$ cat src/rtl/mlc_prog_pkg.sv
package mlc_prog_pkg;

  typedef enum logic [2:0] {
    ST_IDLE,
    ST_CHECK,
    ST_PULSE,
    ST_VERIFY,
    ST_SAMPLE
  } seq_state_t;

  typedef enum logic [1:0] {
    REF_NONE = 2'd0,
    REF_LO   = 2'd1,
    REF_MID  = 2'd2,
    REF_HI   = 2'd3
  } vref_t;

  // Reference a bitline must reach in the selected phase.
  function automatic vref_t pick_ref(input logic lower_mode, input logic [1:0] lvl);
    vref_t r;
    if (!lower_mode) begin
      r = lvl[1] ? REF_NONE : REF_MID;
    end else begin
      case (lvl)
        2'b10:   r = REF_LO;
        2'b00:   r = REF_HI;
        default: r = REF_NONE;
      endcase
    end
    return r;
  endfunction

endpackage

$ cat src/rtl/mlc_bl_lane.sv
module mlc_bl_lane
  import mlc_prog_pkg::*;
(
  input  logic       clk,
  input  logic       rst,
  input  logic       load,
  input  logic       lower_mode,
  input  logic [1:0] level,
  input  logic       sample_en,
  input  logic       sense_bit,
  output logic       inhibit_o,
  output logic [1:0] ref_o
);

  vref_t ref_q;
  logic  inh_q;
  vref_t ref_d;

  always_comb ref_d = pick_ref(lower_mode, level);

  always_ff @(posedge clk) begin
    if (rst) begin
      ref_q <= REF_NONE;
      inh_q <= 1'b1;
    end else if (load) begin
      ref_q <= ref_d;
      inh_q <= (ref_d == REF_NONE);
    end else if (sample_en && sense_bit) begin
      inh_q <= 1'b1;
    end
  end

  assign inhibit_o = inh_q;
  assign ref_o     = ref_q;

  // once inhibited, a bitline stays inhibited until the next load
  p_inh_sticky_r6: assert property (@(posedge clk) disable iff (rst)
    (inh_q && !load) |=> inh_q);

  // sense outside the sample cycle leaves the lane untouched
  p_sense_gate_r6: assert property (@(posedge clk) disable iff (rst)
    (!load && !sample_en) |=> $stable(inh_q));

  // the reference only changes on an accepted load
  p_ref_hold_r9: assert property (@(posedge clk) disable iff (rst)
    !load |=> $stable(ref_q));

endmodule

$ cat src/rtl/mlc_pulse_ctl.sv
module mlc_pulse_ctl
  import mlc_prog_pkg::*;
#(
  parameter int MAX_PULSES = 16,
  parameter int AMP_W      = (MAX_PULSES > 1) ? $clog2(MAX_PULSES) : 1,
  parameter int CNT_W      = $clog2(MAX_PULSES + 1)
) (
  input  logic             clk,
  input  logic             rst,
  input  logic             start,
  input  logic             all_inh,
  output logic             load,
  output logic             sample_en,
  output logic             busy,
  output logic             done,
  output logic             fail,
  output logic             pulse_en,
  output logic             verify_req,
  output logic [AMP_W-1:0] amp_code
);

  localparam logic [CNT_W-1:0] LIMIT = CNT_W'(MAX_PULSES);

  seq_state_t       state;
  logic [CNT_W-1:0] cnt;

  assign load      = (state == ST_IDLE) && start;
  assign sample_en = (state == ST_SAMPLE);

  always_ff @(posedge clk) begin
    if (rst) begin
      state      <= ST_IDLE;
      cnt        <= '0;
      busy       <= 1'b0;
      done       <= 1'b0;
      fail       <= 1'b0;
      pulse_en   <= 1'b0;
      verify_req <= 1'b0;
      amp_code   <= '0;
    end else begin
      done       <= 1'b0;
      fail       <= 1'b0;
      pulse_en   <= 1'b0;
      verify_req <= 1'b0;
      case (state)
        ST_IDLE: begin
          if (start) begin
            state    <= ST_CHECK;
            busy     <= 1'b1;
            cnt      <= '0;
            amp_code <= '0;
          end
        end
        ST_CHECK: begin
          if (all_inh) begin
            done  <= 1'b1;
            busy  <= 1'b0;
            state <= ST_IDLE;
          end else if (cnt == LIMIT) begin
            fail  <= 1'b1;
            busy  <= 1'b0;
            state <= ST_IDLE;
          end else begin
            pulse_en <= 1'b1;
            amp_code <= cnt[AMP_W-1:0];
            state    <= ST_PULSE;
          end
        end
        ST_PULSE: begin
          verify_req <= 1'b1;
          state      <= ST_VERIFY;
        end
        ST_VERIFY: state <= ST_SAMPLE;
        ST_SAMPLE: begin
          cnt   <= cnt + 1'b1;
          state <= ST_CHECK;
        end
        default: state <= ST_IDLE;
      endcase
    end
  end

  // a pulse is followed by its verify request
  p_pulse_then_verify_r4: assert property (@(posedge clk) disable iff (rst)
    pulse_en |=> verify_req);

  // never pulse and sense together
  p_no_overlap_r4: assert property (@(posedge clk) disable iff (rst)
    pulse_en |-> !verify_req);

  // consecutive pulses step the amplitude by one
  p_amp_step_r5: assert property (@(posedge clk) disable iff (rst)
    (pulse_en && $past(pulse_en, 4)) |-> (amp_code == $past(amp_code, 4) + 1'b1));

  // fail only once the budget is spent
  p_fail_limit_r8: assert property (@(posedge clk) disable iff (rst)
    fail |-> (cnt == LIMIT));

  // completion ends the operation and is exclusive with fail
  p_end_idle_r7: assert property (@(posedge clk) disable iff (rst)
    (done || fail) |-> (!busy && !(done && fail)));

  // no pulse or sense outside an operation
  p_idle_quiet_r7: assert property (@(posedge clk) disable iff (rst)
    !busy |-> (!pulse_en && !verify_req));

endmodule

$ cat src/rtl/mlc_prog_seq.sv
module mlc_prog_seq #(
  parameter int NUM_BL     = 8,
  parameter int MAX_PULSES = 16,
  parameter int AMP_W      = (MAX_PULSES > 1) ? $clog2(MAX_PULSES) : 1
) (
  input  logic                clk,
  input  logic                rst,
  input  logic                start,
  input  logic                mode_lower,
  input  logic [2*NUM_BL-1:0] target_lvl,
  input  logic [NUM_BL-1:0]   sense_ok,
  output logic                pulse_en,
  output logic [AMP_W-1:0]    amp_code,
  output logic                verify_req,
  output logic [2*NUM_BL-1:0] verify_ref,
  output logic [NUM_BL-1:0]   inhibit,
  output logic                busy,
  output logic                done,
  output logic                fail
);

  logic load;
  logic sample_en;
  logic all_inh;

  assign all_inh = &inhibit;

  mlc_pulse_ctl #(
    .MAX_PULSES (MAX_PULSES),
    .AMP_W      (AMP_W)
  ) ctl_i (
    .clk        (clk),
    .rst        (rst),
    .start      (start),
    .all_inh    (all_inh),
    .load       (load),
    .sample_en  (sample_en),
    .busy       (busy),
    .done       (done),
    .fail       (fail),
    .pulse_en   (pulse_en),
    .verify_req (verify_req),
    .amp_code   (amp_code)
  );

  for (genvar g = 0; g < NUM_BL; g++) begin : g_lane
    mlc_bl_lane lane_i (
      .clk        (clk),
      .rst        (rst),
      .load       (load),
      .lower_mode (mode_lower),
      .level      (target_lvl[2*g +: 2]),
      .sample_en  (sample_en),
      .sense_bit  (sense_ok[g]),
      .inhibit_o  (inhibit[g]),
      .ref_o      (verify_ref[2*g +: 2])
    );
  end

  // done only when every bitline is inhibited
  p_done_all_inh_r7: assert property (@(posedge clk) disable iff (rst)
    done |-> (&inhibit));

  // inhibit levels hold through pulse and verify cycles
  p_inh_stable_r10: assert property (@(posedge clk) disable iff (rst)
    (pulse_en || verify_req) |-> $stable(inhibit));

endmodule

$ cat config.mk
export PLATFORM = sky130hd
export DESIGN_NAME = mlc_prog_seq
export DESIGN_NICKNAME = d
export VERILOG_FILES = /design/src/rtl/mlc_prog_pkg.sv /design/src/rtl/mlc_bl_lane.sv /design/src/rtl/mlc_pulse_ctl.sv /design/src/rtl/mlc_prog_seq.sv
export SDC_FILE = /design/constraint.sdc
export NUM_CORES = 1
export LEC_CHECK = 0
export BUFFER_PORTS_ARGS = -buffer_cell sky130_fd_sc_hd__buf_4
export CAP_MARGIN = 20
export CORE_MARGIN = 3
export CORE_UTILIZATION = 53
export CTS_CLUSTER_SIZE = 12
export DETAILED_ROUTE_END_ITERATION = 8
export PLACE_DENSITY = 0.83
export SLEW_MARGIN = 20
export SYNTH_ARGS = -nofsm -noshare
export SYNTH_HDL_FRONTEND = slang
export SYNTH_HIERARCHICAL = 1
export SYNTH_SLANG_ARGS = --single-unit
$ cat constraint.sdc
create_clock -name clk -period 4.9 [get_ports clk]
set_clock_uncertainty 0.05 [all_clocks]
set_input_delay 0.245 -clock clk [delete_from_list [all_inputs] [get_ports clk]]
set_output_delay 0.245 -clock clk [all_outputs]
set_load 0.03 [all_outputs]
-- After elaboration in Yosys (flattened, before gate mapping)
Cells that the tools add are included.
- word-level logic and storage cells: 143
- register bits after elaboration: 41
- input port bits: 28
- output and inout port bits: 33
- equal/unequal tests: 17
- bitwise gates (word level): 1
- muxes and demuxes: 58
- add/sub/neg operators: 1
- reduce and logical (&&, ||, !) cells: 42
- operators with widths (kind ; number):
    two-way mux 2 bit ; 17
    zero test 2 bit ; 16
    one-hot mux 2 bit (2 select lines) ; 8
    two-way mux 1 bit ; 23
    nonzero test 2 bit ; 10
    == test 2 bit (second input constant) ; 8
    one-hot mux 3 bit (5 select lines) ; 1
    two-way mux 4 bit ; 3
    one-hot mux 5 bit (2 select lines) ; 1
    logical AND 1 bit ; 9
    one-hot mux 4 bit (2 select lines) ; 1
    AND reduction 8 bit ; 1
    == test 3 x 2 -> 1 bit (second input constant) ; 2
    two-way mux 3 bit ; 2
    != test 2 bit (second input constant) ; 3
    adder 5 x 1 -> 5 bit (second input constant) ; 1
    == test 5 bit (second input constant) ; 1
    two-way mux 5 bit ; 1
    AND reduction 4 bit ; 1
    == test 3 x 1 -> 1 bit (second input constant) ; 1
    == test 3 bit (second input constant) ; 1
    zero test 3 bit ; 1
    != test 3 x 2 -> 1 bit (second input constant) ; 1
    AND reduction 3 bit ; 1
    5 further kinds ; 5

-- Longest topological paths before layout
Gate-level depths: netlist of run 1.
- depth after elaboration: 5
- depth in mapped cells: 6

-- Cells and area by module
The synthesis of run 1 kept the hierarchy.
- by module, submodules not included (module ; cells each ; area each (µm²) ; seq. area each (µm²) ; times used):
    mlc_bl_lane ; 14 ; 135.1 ; 60.1 ; 8
    mlc_pulse_ctl ; 86 ; 752.0 ; 340.3 ; 1
    mlc_prog_seq ; 3 ; 16.3 ; 0.0 ; 1

-- Worst setup path after synthesis of run 1
No wires, ideal clock.
- path kind: register to register
- start: register ctl_i.state[0]
- end: register ctl_i.amp_code[0]
- stages on the path, launching flop included: 5
- setup slack: 1730 ps
- arrival: 2998 ps
- buffers on the path: 1
- setup time: 122 ps
- period minus slack after synthesis: 3170 ps
- cells stage by stage: dfxtp_1 > buf_2 > nor4b_2 > or2_2 > a21oi_1
- cells in the longest elaborated chain, start to end: 3
- elaborated cells on any way between the ends: 8
- ends and longest elaborated chain (item ; line ; source):
    start: declaration ; mlc_pulse_ctl.sv:24 ; seq_state_t state;
    start signal: assignment ; mlc_pulse_ctl.sv:32 ; state <= ST_IDLE;
    start signal: assignment ; mlc_pulse_ctl.sv:48 ; state <= ST_CHECK;
    start signal: assignment ; mlc_pulse_ctl.sv:58 ; state <= ST_IDLE;
    == test 3 x 1 -> 1 bit / zero test 3 bit (equally long branches) ; mlc_pulse_ctl.sv:45 ; case (state)
    != test 2 bit (no line) / nonzero test 2 bit (equally long branches) ; -- ;
    AND reduction 4 bit (no line) ; -- ;
    end signal: assignment ; mlc_pulse_ctl.sv:65 ; amp_code <= cnt[AMP_W-1:0];
    end: declaration ; mlc_pulse_ctl.sv:19 ; output logic [AMP_W-1:0] amp_code
Several ways; a longest one is shown, not always the timed one.
A chain may end at the register's enable or synchronous reset.

-- Final worst setup path of run 1
- start: register ctl_i.state[0]
- end: register g_lane[5].lane_i.inh_q
- cells in the longest elaborated chain, start to end: 3
- elaborated cells on any way between the ends: 6
- ends and longest elaborated chain (item ; line ; source):
    zero test 3 bit * ; mlc_pulse_ctl.sv:27 ; assign load = (state == ST_IDLE) && start;
    logical AND 1 bit * ; mlc_pulse_ctl.sv:27 ;
    named net load ; mlc_prog_seq.sv:22 ; logic load;
    two-way mux 1 bit / nonzero test 2 bit (equally long branches) ; -- ;
    end signal: assignment ; mlc_bl_lane.sv:27 ; inh_q <= (ref_d == REF_NONE);
    end: declaration ; mlc_bl_lane.sv:16 ; logic inh_q;
The timed path passes the listed nets; every way through them passes the cells marked *.

==> key figures, run 1 <==
Status
  • Status: finished clean

Setup path
  • Crit. End Element: flip-flop
  • Critical path data required time: 5080 ps
  • Crit Path Max Fanout: 28
  • Setup Crit Path Kind: flip-flop to flip-flop
  • Crit path arrival time: 2300 ps
  • R2R cell count: 4
  • Setup crit start kind: flip-flop

Clock network
  • Post-CTS sizing: 0
  • Root Driver: clkbuf_4
  • TritonCTS clock tree: yes
  • Hold buffers post-CTS: 0
  • CTS Buffer Depth: 2
  • Worst-path clk slew: 110 ps
  • TritonCTS Buffers: 5
  • Clock tree sinks: 41
  • Clk_lat worst skew: 340 ps
  • H-tree levels: 2
  • Postcts setup bufs: 0

Placed design
  • Placer congestion estimate: 0.7835
  • Port Buffers: 60
  • Inst Count DP: 300
  • Detailed-placement wirelength estimate: 3036 µm

Pwr
  • Clk network pwr share: 22.6%
  • Combinational Power Share: 24.6%
  • Peak supply drop: 0.1748 mV
  • Reg power frac: 52.8%
  • Static leakage: 0.9304 nW
  • Switching power: 0.2208 mW
  • Overall Power: 0.7010 mW
  • Pwr per Cell Area: 293.0 nW/µm²
  • P_int: 0.4803 mW
  • Net Sw Frac: 31.49%

Global route
  • GRT busiest layer: met2
  • Largest net degree at the start of global routing: 42
  • GRT Total Usage: 21.09%
  • Vias in the first global route: 1558
  • Met1 Use GR: 24.14%
  • Met2 global-route usage: 36.27%
  • Initial antenna violation count: 0
  • Met3 usage: 5.719%
  • Total grt overflow: 0
  • First-pass GRT wire length: 6893 µm

Cells and area
  • Post-Layout Cell Count: 308
  • Area growth syn-to-layout: 29.36%
  • Diodes inserted: 0
  • Final #Nets: 293
  • Layout cells sized above 1: 29.17%

Route
  • Total wire length: 4172 µm
  • DR WL/cell: 13.55 µm
  • Via/cell ratio: 5.487
  • DRC viols: 0
  • Vias: 1690
  • Pre-Repair DR Iteration Count: 4
  • Detail Route Antenna Nets: 0
  • DRT iter0 DRCs: 122

Synthesis
  • Unique masters post-synth: 32
  • Synthesized area: 1849 µm²
  • Post-Syn Nets: 231
  • Post-synth EDFFs: 0
  • Yosys reg bits: 41
  • Synth Flop Type: dfxtp_1
  • Avg Inst Size Synth: 9.200 µm²
  • Synth Instances: 201
  • FFs w/ async S/R, synth: 0%
  • Post-synthesis sequential area ratio: 44.38%
  • YS warnings: 6

Timing
  • Setup_tns: 0 ps
  • # setup viols final: 0
  • WHS: 103.0 ps
  • Slew Limit Fails: 0
  • Slew headroom: 39.40%
  • RSZ-0062 raised after global routing: no
  • Post-layout min period: 2114 ps
  • Part of the cycle the worst path needs: 43.14%
  • Maximum clock frequency: 473.1 MHz
  • Worst-Margin Slew: 905.7 ps
  • Final Hold Viols: 0

Die
  • I/O pins: 61
  • Cell row count: 20
  • Core Area: 3178 µm²
  • Initial core utilization: 58.19%
  • Die H: 65.07 µm
  • Die Span X: 65.07 µm
  • Die area: 4234 µm²

Run
  • MaxCap Viol Count: 0

Min path
  • Hold crit path type: input pin to flip-flop
  • Hold depth: 3
worst max-delay path: stages (launching register included):
cell and delay [ps]:
dfxtp_1 420, nor4b_4 750, buf_4 440, nor3b_1 240
a21oi_1 100
state kept, by name (all words and copies together), names as in the netlist:
register and flops:
ctl_i/verify_req 1, ctl_i/cnt 5, ctl_i/state 3, g_lane.lane_i/inhibit_o 8, ctl_i/pulse_en 1, ctl_i/busy 1, ctl_i/done 1, ctl_i/amp_code 4
g_lane.lane_i/ref_o 16, ctl_i/fail 1
cells by family (layout without fill, tap and decap cells):
| group | after synthesis | count (layout) | share of synthesized area [%] |
|---|---|---|---|
| muxes | 8 | 8 | 4.330 |
| AOI/OAI and AO/OA | 53 | 53 | 19.76 |
| and+or+nand+nor | 87 | 87 | 27.87 |
| buffers and inverters | 10 | 73 | 2.300 |
| DFF | 41 | 41 | 44.38 |
| adders and majority gates | 2 | 2 | 1.353 |
per-layer routing:
layer  wire length [µm]  vias up  part of all wire [%]
met4                 93        0                   2.2
met2               2025       55                    49
met3                268        9                   6.4
met5                  0        -                     0
li1                   -      865                     -
met1               1784      761                    43
power groups by stage:
stage | Clock (mW) | Sequential, mW | Combinational, mW
after global routing | 0.176 | 0.373 | 0.188
final | 0.159 | 0.370 | 0.172
after detailed placement | 0 | 0.378 | 0.173
after floorplan | 0 | 0.405 | 0.0771
after CTS | 0.165 | 0.370 | 0.173
after global placement | 0 | 0.377 | 0.171
worst paths after layout:
check                                                    start                                       to  slack [ps]
worst max-delay path               ctl_i/state[0]$_SDFFE_PP0P_  g_lane[5].lane_i/inhibit_o$_SDFFE_PP1P_        2790
worst min-delay path                             target_lvl[4]  g_lane[2].lane_i/inhibit_o$_SDFFE_PP1P_         100
worst max register to register     ctl_i/state[0]$_SDFFE_PP0P_  g_lane[5].lane_i/inhibit_o$_SDFFE_PP1P_        2790
worst min register to register  ctl_i/amp_code[2]$_SDFFE_PP0P_           ctl_i/amp_code[2]$_SDFFE_PP0P_         430
cell usage after synthesis (2+ instances only):
library cell / n / area share (%)
nand3_1: 7 / 1.9
o21ai_0: 5 / 1.4
dfxtp_1: 41 / 44
nor3b_1: 9 / 3.7
o31ai_1: 4 / 1.6
or4_1: 2 / 0.81
a21oi_1: 32 / 8.7
inv_1: 4 / 0.81
nor2b_1: 9 / 3.0
nand2_1: 9 / 1.8
ha_1: 2 / 1.4
nand2b_1: 8 / 2.7
mux2i_1: 8 / 4.3
buf_2: 4 / 1.1
nor3_1: 6 / 1.6
nor2_1: 16 / 3.2
a2111oi_2: 8 / 6.5
nand3b_1: 9 / 3.7
a31oi_1: 2 / 0.68
nand4_1: 4 / 1.4
placed cells by master, fill, tap and decap left out, drive strengths merged, types with 5 or more instances in the layout:
| cell type | count |
|---|---|
| dfxtp | 41 |
| clkbuf | 8 |
| nand3 | 7 |
| nor3b | 9 |
| a21oi | 32 |
| buf | 61 |
| nor2 | 16 |
| nand2b | 8 |
| nor2b | 9 |
| o21ai | 5 |
| a2111oi | 9 |
| mux2i | 8 |
| nor3 | 6 |
| nand3b | 9 |
| nand2 | 9 |
final cells by class:
| type | instances | area [µm²] |
|---|---|---|
| fill | 259 | 785.8 |
| tap | 44 | 55.05 |
| multi-input combinational | 150 | 994.7 |
| sequential | 41 | 820.8 |
| clock buffer | 8 | 48.80 |
| inverter | 4 | 15.01 |
| timing repair buffer | 61 | 457.9 |
per-stage QoR:
stage / worst slack (ps) / area, µm² / utilization (%)
detailed placement: 2783 / 2344 / 73.74
global placement: 2844 / 2344 / 73.74
floorplan: 1730 / 1849 / -
global route: 2601 / 2392 / 75.28
finish: 2786 / 2392 / 75.28
CTS: 2766 / 2392 / 75.28
Note: power is estimated with default switching activity, not from simulation.
==> inputs of run 2 (changes only) <==
--- a/config.mk
+++ b/config.mk
@@ -8,10 +8,10 @@
 export BUFFER_PORTS_ARGS = -buffer_cell sky130_fd_sc_hd__buf_4
 export CAP_MARGIN = 20
 export CORE_MARGIN = 3
-export CORE_UTILIZATION = 53
+export CORE_UTILIZATION = 50
 export CTS_CLUSTER_SIZE = 12
 export DETAILED_ROUTE_END_ITERATION = 8
-export PLACE_DENSITY = 0.83
+export PLACE_DENSITY = 0.79
 export SLEW_MARGIN = 20
 export SYNTH_ARGS = -nofsm -noshare
 export SYNTH_HDL_FRONTEND = slang
==> constraint.sdc (replaced) <==
create_clock -name clk -period 2.2 [get_ports clk]
set_clock_uncertainty 0.05 [all_clocks]
set_input_delay 0.11 -clock clk [delete_from_list [all_inputs] [get_ports clk]]
set_output_delay 0.11 -clock clk [all_outputs]
set_load 0.03 [all_outputs]
==> run 2 against run 1 <==
Against the previous run: global-route usage fell by 0.26 points; non-clock buffer count is 2 higher; worst hold slack got worse by 72 ps; largest cell class unchanged; largest power group unchanged.
==> key figures, run 2 (synthesis results as in run 1) <==
Route
  • DRC viols: 0 (unchanged)
  • Total wire length: 4302 µm (was 4172 µm)
  • Vias: 1711 (was 1690)
  • DR WL/cell: 13.79 µm (was 13.55 µm)
  • Pre-Repair DR Iteration Count: 4 (unchanged)
  • Via/cell ratio: 5.484 (was 5.487)
  • Detail Route Antenna Nets: 0 (unchanged)
  • DRT iter0 DRCs: 94 (was 122)

Global route
  • Vias in the first global route: 1610 (was 1558)
  • Largest net degree at the start of global routing: 42 (unchanged)
  • GRT Total Usage: 20.83% (was 21.09%)
  • Total grt overflow: 0 (unchanged)
  • Initial antenna violation count: 0 (unchanged)
  • First-pass GRT wire length: 7203 µm (was 6893 µm)

Status
  • Status: finished clean (unchanged)

Pwr
  • Combinational Power Share: 23.3% (was 24.6%)
  • Switching power: 0.5159 mW (was 0.2208 mW)
  • Net Sw Frac: 30.60% (was 31.49%)
  • P_int: 1.170 mW (was 0.4803 mW)
  • Clk network pwr share: 27.7% (was 22.6%)
  • Reg power frac: 49.0% (was 52.8%)
  • Overall Power: 1.686 mW (was 0.7010 mW)
  • Peak supply drop: 0.3760 mV (was 0.1748 mV)
  • Pwr per Cell Area: 690.0 nW/µm² (was 293.0 nW/µm²)
  • Static leakage: 0.9590 nW (was 0.9304 nW)

Clock network
  • Clk_lat worst skew: 290 ps (was 340 ps)
  • TritonCTS Buffers: 5 (unchanged)
  • Worst-path clk slew: 80 ps (was 110 ps)
  • Post-CTS sizing: 0 (unchanged)
  • Hold buffers post-CTS: 0 (unchanged)
  • Root Driver: clkbuf_8 (was clkbuf_4)
  • Clock tree sinks: 41 (unchanged)
  • TritonCTS clock tree: yes (unchanged)
  • Postcts setup bufs: 0 (unchanged)
  • CTS Buffer Depth: 2 (unchanged)
  • H-tree levels: 2 (unchanged)

Min path
  • Worst Hold End: g_lane[0].lane_i/inhibit_o$_SDFFE_PP1P_ (was g_lane[2].lane_i/inhibit_o$_SDFFE_PP1P_)
  • Hold depth: 3 (unchanged)
  • Worst Hold Launch: target_lvl[0] (was target_lvl[4])
  • Hold crit path type: input pin to flip-flop (unchanged)

Cells and area
  • Most common cell after layout, fill and taps aside: buf_4 (unchanged)
  • Number of flip-flops under the largest register name: 16 (unchanged)
  • Area growth syn-to-layout: 32.14% (was 29.36%)
  • Diodes inserted: 0 (unchanged)
  • Most frequent cells in the layout: buf_4, dfxtp_1, a21oi_1 (unchanged)
  • Layout cells sized above 1: 30.45% (was 29.17%)
  • Final #Nets: 295 (was 293)

Die
  • Core Area: 3442 µm² (was 3178 µm²)
  • Die H: 66.82 µm (was 65.07 µm)
  • Cell row count: 21 (was 20)
  • Initial core utilization: 53.73% (was 58.19%)
  • I/O pins: 61 (unchanged)
  • Die area: 4464 µm² (was 4234 µm²)
  • Die Span X: 66.82 µm (was 65.07 µm)

Placed design
  • Detailed-placement wirelength estimate: 3079 µm (was 3036 µm)
  • Port Buffers: 60 (unchanged)
  • Placer congestion estimate: 0.8531 (was 0.7835)

Timing
  • # setup viols final: 0 (unchanged)
  • Maximum clock frequency: 529.5 MHz (was 473.1 MHz)
  • Part of the cycle the worst path needs: 85.84% (was 43.14%)
  • Final Hold Viols: 0 (unchanged)
  • Worst-Margin Slew: 857.6 ps (was 905.7 ps)
  • Slew Limit Fails: 0 (unchanged)
  • WHS: 30.91 ps (was 103.0 ps)
  • RSZ-0062 raised after global routing: no (unchanged)
  • Post-layout min period: 1888 ps (was 2114 ps)
  • Slew headroom: 42.62% (was 39.40%)

Setup path
  • Crit. End Element: flip-flop (unchanged)
  • Setup crit start kind: flip-flop (unchanged)
  • Crit Path Max Fanout: 11 (was 28)
  • Worst r2r src: ctl_i/state[1]$_SDFFE_PP0P_ (was ctl_i/state[0]$_SDFFE_PP0P_)
  • RR Endpoint: g_lane[4].lane_i/inhibit_o$_SDFFE_PP1P_ (was g_lane[5].lane_i/inhibit_o$_SDFFE_PP1P_)
  • Slowest stage delay, CP: 680 ps (was 750 ps)
  • R2R cell count: 4 (unchanged)
  • Setup Crit Path Kind: flip-flop to flip-flop (unchanged)
  • Slowest stage cell, crit path: nor2_1 (was nor4b_4)
  • Critical path, cell by cell: or2_1, nor2_1, a2111oi_2, a21oi_1 (was nor4b_4, buf_4, nor3b_1, a21oi_1)
  • Crit path arrival time: 2060 ps (was 2300 ps)
  • Critical path data required time: 2370 ps (was 5080 ps)
  • Worst reg2reg setup slack: 310 ps (was 2790 ps)

Run
  • MaxCap Viol Count: 0 (unchanged)
run 2: cell types whose count changed in the layout (fill, tap and decap cells not counted), sizes merged:
cell    delta
clkbuf     -2
clkinv     +2
buf        +2
run 2: through the flow:
step / TNS [ps] / std cells / setup slack [ps] / util (%) / area (µm²)
2_1_floorplan: -580.9 / 201 / -46.99 / - / 1864
6_report: 0 / 312 / 311.6 / 70.99 / 2444
5_1_grt: 0 / 312 / 152.8 / 70.99 / 2444
3_5_place_dp: 0 / 304 / 341.1 / 68.59 / 2361
4_1_cts: 0 / 312 / 332.1 / 70.99 / 2444
3_3_place_gp: 0 / 304 / 396.0 / 68.59 / 2361
run 2: layout make-up:
class,count,area (µm²)
Clock buffer,6,72.57
Clock inverter,2,10.01
Fill cell,306,998.5
Inverter,4,15.01
Multi-Input combinational cell,150,994.7
Sequential cell,41,820.8
Tap cell,46,57.56
Timing Repair Buffer,63,473.0
run 2: worst max-delay path by stage:
stage | from | end | slack, ps
after floorplan | ctl_i/state[1]$_SDFFE_PP0P_ | g_lane[0].lane_i/inhibit_o$_SDFFE_PP1P_ | -50
after global placement | ctl_i/state[0]$_SDFFE_PP0P_ | g_lane[2].lane_i/inhibit_o$_SDFFE_PP1P_ | 400
after detailed placement | ctl_i/state[0]$_SDFFE_PP0P_ | g_lane[4].lane_i/inhibit_o$_SDFFE_PP1P_ | 340
after CTS | ctl_i/state[0]$_SDFFE_PP0P_ | g_lane[7].lane_i/inhibit_o$_SDFFE_PP1P_ | 330
after global routing | ctl_i/state[2]$_SDFFE_PP0P_ | g_lane[7].lane_i/inhibit_o$_SDFFE_PP1P_ | 150
final | ctl_i/state[1]$_SDFFE_PP0P_ | g_lane[4].lane_i/inhibit_o$_SDFFE_PP1P_ | 310
run 2: critical path, delay by kind of cell (launching register included):
family | cells | cell delay, ps
AOI/OAI and AO/OA | 2 | 320
and+or+nand+nor | 2 | 1010
DFF | 1 | 430
run 2: metal layers:
layer,GRT usage (%),part of all wire (%),vias up,wire length [µm]
met5,0,0,-,0
met4,6.091,0.93,0,40
met3,5.565,6.1,4,263
met2,33.91,46,53,1992
met1,26.85,47,788,2006
li1,-,-,866,-
run 2: power by group through the flow:
| stage | logic (mW) | registers (mW) | clock network, mW |
|---|---|---|---|
| floorplan | 0.175 | 0.903 | 0 |
| global placement | 0.390 | 0.841 | 0 |
| detailed placement | 0.394 | 0.843 | 0 |
| CTS | 0.395 | 0.826 | 0.482 |
| global route | 0.427 | 0.833 | 0.519 |
| finish | 0.393 | 0.826 | 0.467 |
